==> src/rtl/sar_seq_pkg.sv <==
package sar_seq_pkg;

    typedef enum logic [1:0] {
        PH_IDLE   = 2'd0,
        PH_SAMPLE = 2'd1,
        PH_GAIN   = 2'd2,
        PH_CONV   = 2'd3
    } phase_e;

    // number of compare-free doubling steps for a pre-gain setting
    function automatic logic [1:0] gain_steps(input logic [1:0] cfg);
        case (cfg)
            2'd1:    gain_steps = 2'd1;
            2'd2:    gain_steps = 2'd2;
            default: gain_steps = 2'd0;
        endcase
    endfunction

endpackage

==> src/rtl/sar_win_counter.sv <==
module sar_win_counter #(
    parameter int CNT_W = 8
) (
    input  logic             clk,
    input  logic             rst,
    input  logic             load_i,
    input  logic [CNT_W-1:0] load_val_i,
    output logic [CNT_W-1:0] cnt_o,
    output logic             zero_o
);
    logic [CNT_W-1:0] cnt_d, cnt_q;

    always_comb begin
        cnt_d = cnt_q;
        if (load_i) begin
            cnt_d = load_val_i;
        end else if (cnt_q != '0) begin
            cnt_d = cnt_q - 1'b1;
        end
    end

    always_ff @(posedge clk) begin
        if (rst) cnt_q <= '0;
        else     cnt_q <= cnt_d;
    end

    assign cnt_o  = cnt_q;
    assign zero_o = (cnt_q == '0);
endmodule

==> src/rtl/sar_approx_reg.sv <==
module sar_approx_reg #(
    parameter int RES_W = 12,
    parameter int IDX_W = 4
) (
    input  logic             clk,
    input  logic             rst,
    input  logic             clear_i,
    input  logic             en_i,
    input  logic [IDX_W-1:0] idx_i,
    input  logic             keep_i,
    output logic [RES_W-1:0] result_o
);
    logic [RES_W-1:0] res_d, res_q;

    always_comb begin
        res_d = res_q;
        if (clear_i) begin
            res_d = '0;
        end else if (en_i) begin
            for (int i = 0; i < RES_W; i++) begin
                if (idx_i == IDX_W'(i)) res_d[i] = keep_i;
            end
        end
    end

    always_ff @(posedge clk) begin
        if (rst) res_q <= '0;
        else     res_q <= res_d;
    end

    assign result_o = res_q;
endmodule

==> src/rtl/sar_phase_seq.sv <==
module sar_phase_seq
    import sar_seq_pkg::*;
#(
    parameter int RES_W     = 12,
    parameter int SMP_LEN_0 = 2,
    parameter int SMP_LEN_1 = 8,
    parameter int SMP_LEN_2 = 64,
    parameter int SMP_LEN_3 = 128,
    localparam int IDX_W    = $clog2(RES_W),
    localparam int MAX_LEN  = (SMP_LEN_3 > RES_W) ? SMP_LEN_3 : RES_W,
    localparam int CNT_W    = $clog2(MAX_LEN) + 1
) (
    input  logic             clk,
    input  logic             rst,
    input  logic             start_i,
    input  logic [1:0]       smp_sel_i,
    input  logic [1:0]       gain_sel_i,
    input  logic             comp_i,
    output logic             busy_o,
    output logic             samp_o,
    output logic             gain_o,
    output logic             cmp_o,
    output logic [IDX_W-1:0] bit_o,
    output logic [RES_W-1:0] result_o,
    output logic             done_o
);
    typedef struct packed {
        phase_e     phase;
        logic [1:0] gain_cfg;
        logic       done;
    } seq_t;

    seq_t seq_d, seq_q;

    logic             cnt_load;
    logic [CNT_W-1:0] cnt_val;
    logic [CNT_W-1:0] cnt;
    logic             cnt_zero;
    logic             res_clear;
    logic             res_en;

    function automatic logic [CNT_W-1:0] smp_last(input logic [1:0] sel);
        case (sel)
            2'd0:    smp_last = CNT_W'(SMP_LEN_0 - 1);
            2'd1:    smp_last = CNT_W'(SMP_LEN_1 - 1);
            2'd2:    smp_last = CNT_W'(SMP_LEN_2 - 1);
            default: smp_last = CNT_W'(SMP_LEN_3 - 1);
        endcase
    endfunction

    always_comb begin
        seq_d      = seq_q;
        seq_d.done = 1'b0;
        cnt_load   = 1'b0;
        cnt_val    = '0;
        res_clear  = 1'b0;
        res_en     = 1'b0;
        case (seq_q.phase)
            PH_IDLE: begin
                if (start_i) begin
                    seq_d.phase    = PH_SAMPLE;
                    seq_d.gain_cfg = gain_sel_i;
                    cnt_load       = 1'b1;
                    cnt_val        = smp_last(smp_sel_i);
                end
            end
            PH_SAMPLE: begin
                if (cnt_zero) begin
                    cnt_load = 1'b1;
                    if (gain_steps(seq_q.gain_cfg) != 2'd0) begin
                        seq_d.phase = PH_GAIN;
                        cnt_val     = CNT_W'(gain_steps(seq_q.gain_cfg) - 2'd1);
                    end else begin
                        seq_d.phase = PH_CONV;
                        cnt_val     = CNT_W'(RES_W - 1);
                        res_clear   = 1'b1;
                    end
                end
            end
            PH_GAIN: begin
                if (cnt_zero) begin
                    seq_d.phase = PH_CONV;
                    cnt_load    = 1'b1;
                    cnt_val     = CNT_W'(RES_W - 1);
                    res_clear   = 1'b1;
                end
            end
            default: begin
                res_en = 1'b1;
                if (cnt_zero) begin
                    seq_d.phase = PH_IDLE;
                    seq_d.done  = 1'b1;
                end
            end
        endcase
    end

    always_ff @(posedge clk) begin
        if (rst) begin
            seq_q.phase    <= PH_IDLE;
            seq_q.gain_cfg <= 2'd0;
            seq_q.done     <= 1'b0;
        end else begin
            seq_q <= seq_d;
        end
    end

    sar_win_counter #(.CNT_W(CNT_W)) u_win (
        .clk        (clk),
        .rst        (rst),
        .load_i     (cnt_load),
        .load_val_i (cnt_val),
        .cnt_o      (cnt),
        .zero_o     (cnt_zero)
    );

    sar_approx_reg #(.RES_W(RES_W), .IDX_W(IDX_W)) u_sar (
        .clk      (clk),
        .rst      (rst),
        .clear_i  (res_clear),
        .en_i     (res_en),
        .idx_i    (cnt[IDX_W-1:0]),
        .keep_i   (comp_i),
        .result_o (result_o)
    );

    assign busy_o = (seq_q.phase != PH_IDLE);
    assign samp_o = (seq_q.phase == PH_SAMPLE);
    assign gain_o = (seq_q.phase == PH_GAIN);
    assign cmp_o  = (seq_q.phase == PH_CONV);
    assign bit_o  = cmp_o ? cnt[IDX_W-1:0] : '0;
    assign done_o = seq_q.done;
endmodule

==> config.mk <==
export PLATFORM = sky130hd
export DESIGN_NAME = sar_phase_seq
export DESIGN_NICKNAME = d
export VERILOG_FILES = /design/src/rtl/sar_seq_pkg.sv /design/src/rtl/sar_win_counter.sv /design/src/rtl/sar_approx_reg.sv /design/src/rtl/sar_phase_seq.sv
export SDC_FILE = /design/constraint.sdc
export NUM_CORES = 1
export LEC_CHECK = 0
export CAP_MARGIN = 20
export CORE_ASPECT_RATIO = 0.9
export CORE_MARGIN = 5
export CORE_UTILIZATION = 25
export DETAILED_ROUTE_END_ITERATION = 16
export DONT_BUFFER_PORTS = 1
export MAX_ROUTING_LAYER = met4
export PLACE_DENSITY = 0.41
export SETUP_SLACK_MARGIN = 0.4
export SYNTH_ARGS = -nofsm -noshare
export SYNTH_HDL_FRONTEND = slang
export SYNTH_HIERARCHICAL = 1
export SYNTH_SLANG_ARGS = --single-unit
==> constraint.sdc <==
create_clock -name clk -period 2.69 [get_ports clk]
set_input_delay 0.6725 -clock clk [delete_from_list [all_inputs] [get_ports clk]]
set_output_delay 0.6725 -clock clk [all_outputs]
set_load 0.03 [all_outputs]
==> flow_summary.yaml, run 1 <==
run_status:
  run_status: "complete, no violations"
power_and_ir_drop:
  total_power_mw: 1.53
  powerDensity_mw_per_mm2: 977
  p_leak_nw: 0.661
  peakVddDrop_v: 0.000363
global_routing:
  gr-total-overflow: 0
  grt_max_degree: 19
  grt_usage: 0.0949
  antenna_found_initial: 0
  first_global_vias: 1106
  grt_pass1_wl_um: 5550
synthesis:
  synth.cell_area_mm2: 0.00145
  yosysWarnings: 6
  synth-async-reset-ratio: 0
  synth_seq_cells: 25
  synth_nets: 184
  ys_types: 44
  ys.flop_type: "dfxtp_1"
  syn_inst: 169
  synth.avg_cell_area_um2: 8.58
  synth_edf_count: 0
  ys_seq_area_frac: 0.345
setup_path:
  worst_path_largest_cell_delay_ns: 0.43
  required_ns: 2.02
  crit_arrival_ns: 1.51
  ff2ff_path_depth: 8
  crit_buf_inv: 0
  slowest_stage: "ha_1"
  path_cells: "ha_1 -> and2_1"
  crit_path_end_kind: "primary output"
  path_class: "reg -> out"
  path_max_fanout: 12
  path_depth: 2
  cp-start-kind: "flip-flop"
  crit_family: "adder cells"
floorplanning:
  ios: 29
  initial_core_util: 0.256
  die_w_um: 90.3
  dieArea_mm2: 0.00743
  die_h_um: 82.3
  std_cell_rows: 26
  core_area_mm2: 0.00566
routing:
  wl_um: 3400
  dr.first_iter.drc_count: 52
  ant_nets: 0
  vias: 1143
  routed_via_density: 4.80
  firstDrtPassIters: 2
  drc: 0
  wl_per_cell_um: 14.3
timing:
  setup_viol: 0
  drv_slew: 0
  grt_setup_unrepaired: "false"
  fin_crit_ns: 2.18
  max_freq_mhz: 458
  finalSetupTns_ns: 0
  final_hold_viol_count: 0
  fin_crit_sh: 0.811
  skew_ns: 0.00188
cells_and_area:
  area_delta_synth_final_pct: 7.77
  final_nets: 184
  drive_gt1_frac: 0.107
  postLayoutCellArea_mm2: 0.00156
  antennaDiodeCount: 0
clock_tree:
  cts_made_buffers: 3
  clock_latency_ns: 0.27
  hold_buffers: 0
  ctsLongestPathBuffers: 2
  htreeDepth: 1
  root_buffer: "clkbuf_8"
  tritoncts: "built"
  clock-sinks: 25
  path_clk_slew_ns: 0.09
placement:
  dp_hpwl_um: 2520
  place_congestion: 0.762
  port_buffers: 0
  post_dp_cell_area_mm2: 0.00150
run:
  drv_cap: 0
hold_path:
  min_path_type: "in -> reg"
  whs_path_depth: 1
-- Yosys cell counts (all sizes together) (2+ instances only) --
cell / instances / area [um^2]
a21o: 2 / 15.0
a21oi: 9 / 48.8
and2: 5 / 31.3
and2b: 2 / 15.0
and3b: 2 / 17.5
buf: 4 / 41.3
clkbuf: 3 / 11.3
dfxtp: 25 / 500
ha: 7 / 87.6
inv: 7 / 26.3
mux2i: 14 / 140
nand2: 38 / 145
nand3: 3 / 15.0
nor2: 6 / 25.0
nor2b: 4 / 25.0
nor3: 6 / 30.0
nor3b: 3 / 27.5
nor4: 2 / 27.5
o21ai: 3 / 15.0
o32ai: 4 / 35.0
or2: 2 / 12.5
xnor2: 3 / 26.3
-- cell type report --
cell class	instances	area [um^2]
fill	625	4100
multi-input combinational	130	882
sequential	25	503
tap	70	87.6
clock buffer	3	41.3
inverter	7	26.3
timing repair buffer	2	15.0
clock inverter	1	7.51
-- cell usage in the layout (no fill, tap or decap), types with 5 or more instances in the layout --
master | netlist | layout
and2_1 | 5 | 5
dfxtp_1 | 25 | 23
mux2i_1 | 14 | 14
inv_1 | 7 | 7
a21oi_1 | 8 | 8
nor3_1 | 6 | 6
ha_1 | 7 | 7
nand2_1 | 37 | 36
nor2_1 | 5 | 5
-- sequential cells by signal, indices dropped and copies added, names as in the netlist --
name,cells
u_sar/result_o,12
u_win/cnt_o,8
seq_q,4
done_o,1
-- worst paths after layout --
check,startpoint,end,slack [ns]
worst min-delay path,rst,seq_q[4],0.46
worst min register to register,seq_q[2],seq_q[2],0.46
worst max-delay path,seq_q[3],bit_o[0],0.51
worst max register to register,u_win/cnt_o[0],u_win/cnt_o[4],0.52
-- kinds of logic after synthesis --
family	Yosys count	synth area share
compound gates	25	0.122
xor+xnor	4	0.0242
fa+ha+maj	7	0.0604
buf+inv	14	0.0544
flops	25	0.345
mux	14	0.0966
other cells	1	0.00259
simple gates	79	0.295
-- metrics by stage --
stage	util	std cells	hold WS, ns	setup slack [ns]
detailed placement	0.265	234	0.454	0.0981
global placement	0.265	234	0.446	0.302
global route	0.276	238	0.437	0.403
floorplan	-	169	0.430	0.621
CTS	0.275	238	0.441	0.404
finish	0.276	238	0.456	0.508
-- what timing repair did --
action,4_1_cts,5_1_grt
buffers inserted,0,0
pin swaps,0,0
hold endpoints to repair,0,0
setup endpoints to repair,17,17
gates resized for setup,4,2
-- report_power, final --
group	leakage [nW]	switching [mW]	internal, mW
Combinational	0.435	0.436	0.322
Sequential	0.204	0.0993	0.439
Clock	0.0217	0.125	0.105
-- worst register-to-register path, delay by kind of cell (launching register included) --
family                   cells  cell delay (ns)
AO/OA/AOI/OAI                2             0.35
adder cells (fa/ha/maj)      1             0.28
buffers and inverters        2             0.28
flip-flops                   1             0.42
AND/OR/NAND/NOR              3             0.75
-- routing by layer --
metal | vias to the layer above | wire (um) | GRT usage
met1 | 541 | 1760 | 0.126
li1 | 577 | - | -
met5 | - | 0 | -
met3 | 5 | 141 | 0.0335
met4 | 0 | 34 | 0.0253
met2 | 20 | 1460 | 0.137
Note: power is estimated with default switching activity, not from simulation.
==> run 2, diff against run 1 <==
==> constraint.sdc (replaced) <==
create_clock -name clk -period 2.2 [get_ports clk]
set_input_delay 0.55 -clock clk [delete_from_list [all_inputs] [get_ports clk]]
set_output_delay 0.55 -clock clk [all_outputs]
set_load 0.03 [all_outputs]
==> run 2 against run 1 <==
Net effect: non-clock buffer count up 9; design area up 12%; critical path depth up 5; final cell count up 3.8%; core utilization up 3.2 points; die area unchanged; register-to-register slack worse by 0.11 ns; global-route usage up 0.96 points; sequential power up 19%; clock skew up 0.0057 ns; largest cell class unchanged.
==> flow_summary.yaml, run 2 (synthesized netlist as in run 1, its figures left out) <==
global_routing:
  grt_max_degree: 19
  gr-total-overflow: 0
  first_global_vias: 1188
  grt_usage: 0.104
  antenna_found_initial: 0
  grt_pass1_wl_um: 6070
hold_path:
  min_path_type: "in -> reg"
cells_and_area:
  postLayoutCellArea_mm2: 0.00174
  layout_commonest_cell: "nand2_1"
  multi_input_area_um2: 970
  drive_gt1_frac: 0.282
  largest_reg_flops: 12
  area_delta_synth_final_pct: 20.2
  antennaDiodeCount: 0
  num-fill-cells: 601
  layout.cells.non_filler: 247
  final_nets: 193
  final_cell_mix: "nand2_1, dfxtp_1, mux2i_1"
  seq_area_um2: 517
  fin_util: 0.308
routing:
  firstDrtPassIters: 4
  ant_nets: 0
  wl_um: 3720
  routed_via_density: 4.77
  drc: 0
  dr.first_iter.drc_count: 62
  vias: 1179
  wl_per_cell_um: 15.1
timing:
  drv_slew: 0
  setup_ws_ns: 0.411
  final_hold_viol_count: 0
  grt_setup_unrepaired: "true"
  finalSetupTns_ns: 0
  setup_viol: 0
  hold-worst-slack_ns: 0.321
  fin_crit_ns: 1.79
  skew_ns: 0.00760
  max_freq_mhz: 559
  fin_crit_sh: 0.813
clock_tree:
  tritoncts: "built"
  clock_latency_ns: 0.28
  ctsLongestPathBuffers: 2
  cts_made_buffers: 3
  path_clk_slew_ns: 0.09
  root_buffer: "clkbuf_8"
  clock-sinks: 25
  htreeDepth: 1
floorplanning:
  core_area_mm2: 0.00566
  std_cell_rows: 26
  die_w_um: 90.3
  initial_core_util: 0.256
  dieArea_mm2: 0.00743
  die_h_um: 82.3
  ios: 29
setup_path:
  crit_path_end_kind: "flip-flop"
  crit_family: "simple AND/OR/NAND/NOR gates"
  required_ns: 2.38
  path_cells: "nor4_4 -> and4bb_2 -> nand2_2 -> a21oi_4 -> buf_4 -> nand2_1 -> o32ai_1"
  path_class: "reg -> reg"
  path_max_fanout: 6
  crit_arrival_ns: 1.97
  slowest_stage: "dfxtp_2"
  worst_path_largest_cell_delay_ns: 0.34
  cp-start-kind: "flip-flop"
  crit_buf_inv: 1
power_and_ir_drop:
  p_sw_frac: 0.427
  seq_power_share: 0.296
  combPwrFrac: 0.570
  p_leak_nw: 0.720
  p_int_mw: 1.24
  switchingPower_uw: 927
  peakVddDrop_v: 0.000351
  pwr-share-clk: 0.134
  powerDensity_mw_per_mm2: 1250
  total_power_mw: 2.17
run:
  drv_cap: 0
placement:
  dp_hpwl_um: 2670
  place_congestion: 0.798
  port_buffers: 0
  dp_cells: 237
  post_dp_cell_area_mm2: 0.00154
  dp_slack_ns: 0.143
run_status:
  run_status: "complete, no violations"
==> run 2: worst paths after layout <==
check / from / end / slack [ns] / cells past startpoint
setup / recovery: u_win/cnt_o[3] / u_win/cnt_o[2] / 0.41 / 7
hold / removal: rst / seq_q[4] / 0.32 / 1
setup reg to reg: u_win/cnt_o[3] / u_win/cnt_o[2] / 0.41 / 7
hold reg to reg: seq_q[2] / seq_q[2] / 0.48 / 2
==> run 2: worst register-to-register path, stage by stage, from the launching register on <==
cell	delay, ns
dfxtp_2	0.34
nor4_4	0.29
and4bb_2	0.34
nand2_2	0.10
a21oi_4	0.24
buf_4	0.18
nand2_1	0.06
o32ai_1	0.13
==> run 2: what timing repair did <==
action	in CTS	in global routing
cloned	0	1
buffers inserted	3	2
hold buffers	0	0
gates resized for setup	19	14
pin swaps	4	5
endpoints found under the setup margin	26	22
==> run 2: layout make-up <==
type | instances | share of cell area
inverter | 7 | 0.0151
sequential | 25 | 0.296
multi-input combinational | 130 | 0.556
timing repair buffer | 11 | 0.0538
clock inverter | 1 | 0.00431
clock buffer | 3 | 0.0237
tap | 70 | 0.0503
==> run 2: per-layer routing <==
layer	part of all wire	GRT usage	vias up
met5	0	-	-
met1	0.43	0.112	557
met2	0.50	0.183	23
met3	0.055	0.0408	6
met4	0.016	0.0298	0
li1	-	-	593
==> run 2: power groups by stage <==
stage / Sequential (mW) / Clock [mW] / Combinational [mW]
final: 0.642 / 0.291 / 1.24
after global routing: 0.654 / 0.319 / 1.34
after CTS: 0.641 / 0.309 / 1.10
after detailed placement: 0.659 / 0 / 0.953
after global placement: 0.654 / 0 / 0.960
after floorplan: 0.636 / 0 / 0.835
==> run 3, diff against run 2 <==
==> constraint.sdc (replaced) <==
create_clock -name clk -period 1.7 [get_ports clk]
set_input_delay 0.425 -clock clk [delete_from_list [all_inputs] [get_ports clk]]
set_output_delay 0.425 -clock clk [all_outputs]
set_load 0.03 [all_outputs]
==> run 3 against run 2 <==
Net effect: the run now ends with setup timing left; clock-buffer cell count up 1; non-clock buffer count up 19; via count rose by 4.9%; first-iteration DRC count shrank 23%; die area stayed put; final cell count is 7.7% higher; core utilization up 5.0 points; sequential share of layout area fell by 4.2 points; design area rose by 16%; global-route usage fell by 0.23 points; critical path type is now reg -> out; largest cell class unchanged; largest power group unchanged.
==> flow_summary.yaml, run 3 (synthesized netlist as in run 1, its figures left out) <==
floorplanning:
  std_cell_rows: 26
  initial_core_util: 0.256
  ios: 29
  dieArea_mm2: 0.00743
  die_w_um: 90.3
  die_h_um: 82.3
  core_area_mm2: 0.00566
clock_tree:
  htreeDepth: 1
  root_buffer: "clkbuf_8"
  ctsLongestPathBuffers: 2
  hold_buffers: 0
  path_clk_slew_ns: 0.09
  clock_latency_ns: 0.27
  tritoncts: "built"
  cts_made_buffers: 3
  clock-sinks: 25
timing:
  fin_crit_ns: 1.76
  max_freq_mhz: 568
  drv_slew: 0
  grt_setup_unrepaired: "true"
  skew_ns: 0.00221
  setup_viol: 2
  setup_ws_ns: -0.0594
  fin_crit_sh: 1.03
  final_hold_viol_count: 0
cells_and_area:
  area_delta_synth_final_pct: 39.9
  postLayoutCellArea_mm2: 0.00203
  layout_commonest_cell: "nand2_1"
  final_cell_mix: "nand2_1, buf_4, dfxtp_1"
  drive_gt1_frac: 0.418
  antennaDiodeCount: 0
  largest_reg_flops: 12
  final_nets: 212
routing:
  vias: 1237
  dr.first_iter.drc_count: 48
  met3_length_um: 146
  m1WireLength_um: 1690
  firstDrtPassIters: 4
  drc: 0
  wl_um: 3770
  wl_per_cell_um: 14.2
  wl_met2_um: 1910
  ant_nets: 0
  routed_via_density: 4.65
  top_layer_used: "met4"
setup_path:
  path_cells: "buf_4 -> ha_4 -> clkbuf_4 -> buf_6"
  slowest_stage: "dfxtp_2"
  ff2ff_path_depth: 7
  r2r_start: "u_win/cnt_o[3]"
  cp-start-kind: "flip-flop"
  crit_path_end_kind: "primary output"
  r2r-end: "u_win/cnt_o[6]"
  worst_path_largest_cell_delay_ns: 0.41
  r2r_slack_ns: -0.01
  path_class: "reg -> out"
  required_ns: 1.27
  path_max_fanout: 6
  crit_arrival_ns: 1.33
run:
  drv_cap: 0
run_status:
  run_status: "finished with violations"
  violations: "setup timing"
global_routing:
  antenna_found_initial: 0
  grt_usage: 0.102
  grt_pass1_wl_um: 6110
  gr-total-overflow: 0
  first_global_vias: 1298
  grt_max_degree: 19
power_and_ir_drop:
  pwr-share-clk: 0.111
  powerDensity_mw_per_mm2: 1620
  switchingPower_mw: 1.34
  seq_power_share: 0.252
  total_power_mw: 3.29
  p_sw_frac: 0.407
  p_int_mw: 1.95
  p_leak_nw: 0.855
  peakVddDrop_v: 0.000535
  combPwrFrac: 0.637
placement:
  place_congestion: 0.791
  dp_hpwl_um: 2770
  post_dp_cell_area_mm2: 0.00176
  port_buffers: 0
  dp_slack_ns: -0.108
hold_path:
  min_to: "seq_q[4]"
  whs_path_depth: 1
  min_path_type: "in -> reg"
  min_from: "rst"
run 3: through the flow:
stage | util | cells | setup TNS (ns) | hold WS, ns
4_1_cts | 0.345 | 262 | -0.0135 | 0.193
5_1_grt | 0.358 | 266 | -0.714 | 0.187
3_5_place_dp | 0.311 | 255 | -1.32 | 0.450
2_1_floorplan | - | 169 | -0.162 | 0.430
3_3_place_gp | 0.311 | 255 | -0.574 | 0.444
6_report | 0.358 | 266 | -0.0714 | 0.203
run 3: worst max-delay path by stage:
stage                      to  slack, ns      startpoint
3_3_place_gp   u_win/cnt_o[6]      -0.05  u_win/cnt_o[2]
2_1_floorplan  u_win/cnt_o[0]      -0.04  u_win/cnt_o[2]
5_1_grt        u_win/cnt_o[6]      -0.11  u_win/cnt_o[3]
6_report                cmp_o      -0.06        seq_q[4]
4_1_cts              seq_q[4]      -0.01  u_win/cnt_o[3]
3_5_place_dp   u_win/cnt_o[6]      -0.11  u_win/cnt_o[2]
run 3: area by class of cell:
cell class | count | area, um^2
Inverter | 7 | 35.0
Fill cell | 575 | 3630
Multi-Input combinational cell | 130 | 1070
Tap cell | 70 | 87.6
Sequential cell | 25 | 515
Clock buffer | 4 | 45.0
Timing Repair Buffer | 30 | 277
run 3: power groups by stage:
stage,sequential (mW),clock [mW],combinational (mW)
6_report,0.829,0.365,2.10
5_1_grt,0.844,0.400,2.28
4_1_cts,0.826,0.379,1.99
3_5_place_dp,0.819,0,1.66
3_3_place_gp,0.818,0,1.64
2_1_floorplan,0.845,0,1.19
run 3: repair_timing:
action,CTS,global route
setup buffers,3,4
gates cloned,0,0
setup endpoints to repair,31,31
pin swaps,14,4
gates resized for setup,33,9
run 3: critical path: cells and delay by family (launching register included):
family | cells | cell delay, ns
DFF | 1 | 0.41
adders and majority gates | 1 | 0.18
buffers and inverters | 3 | 0.48
run 3: per-layer routing:
metal,vias to the layer above,GRT usage
li1,636,-
met1,586,0.115
met2,13,0.178
met3,2,0.0290
met4,0,0.0327
met5,-,-
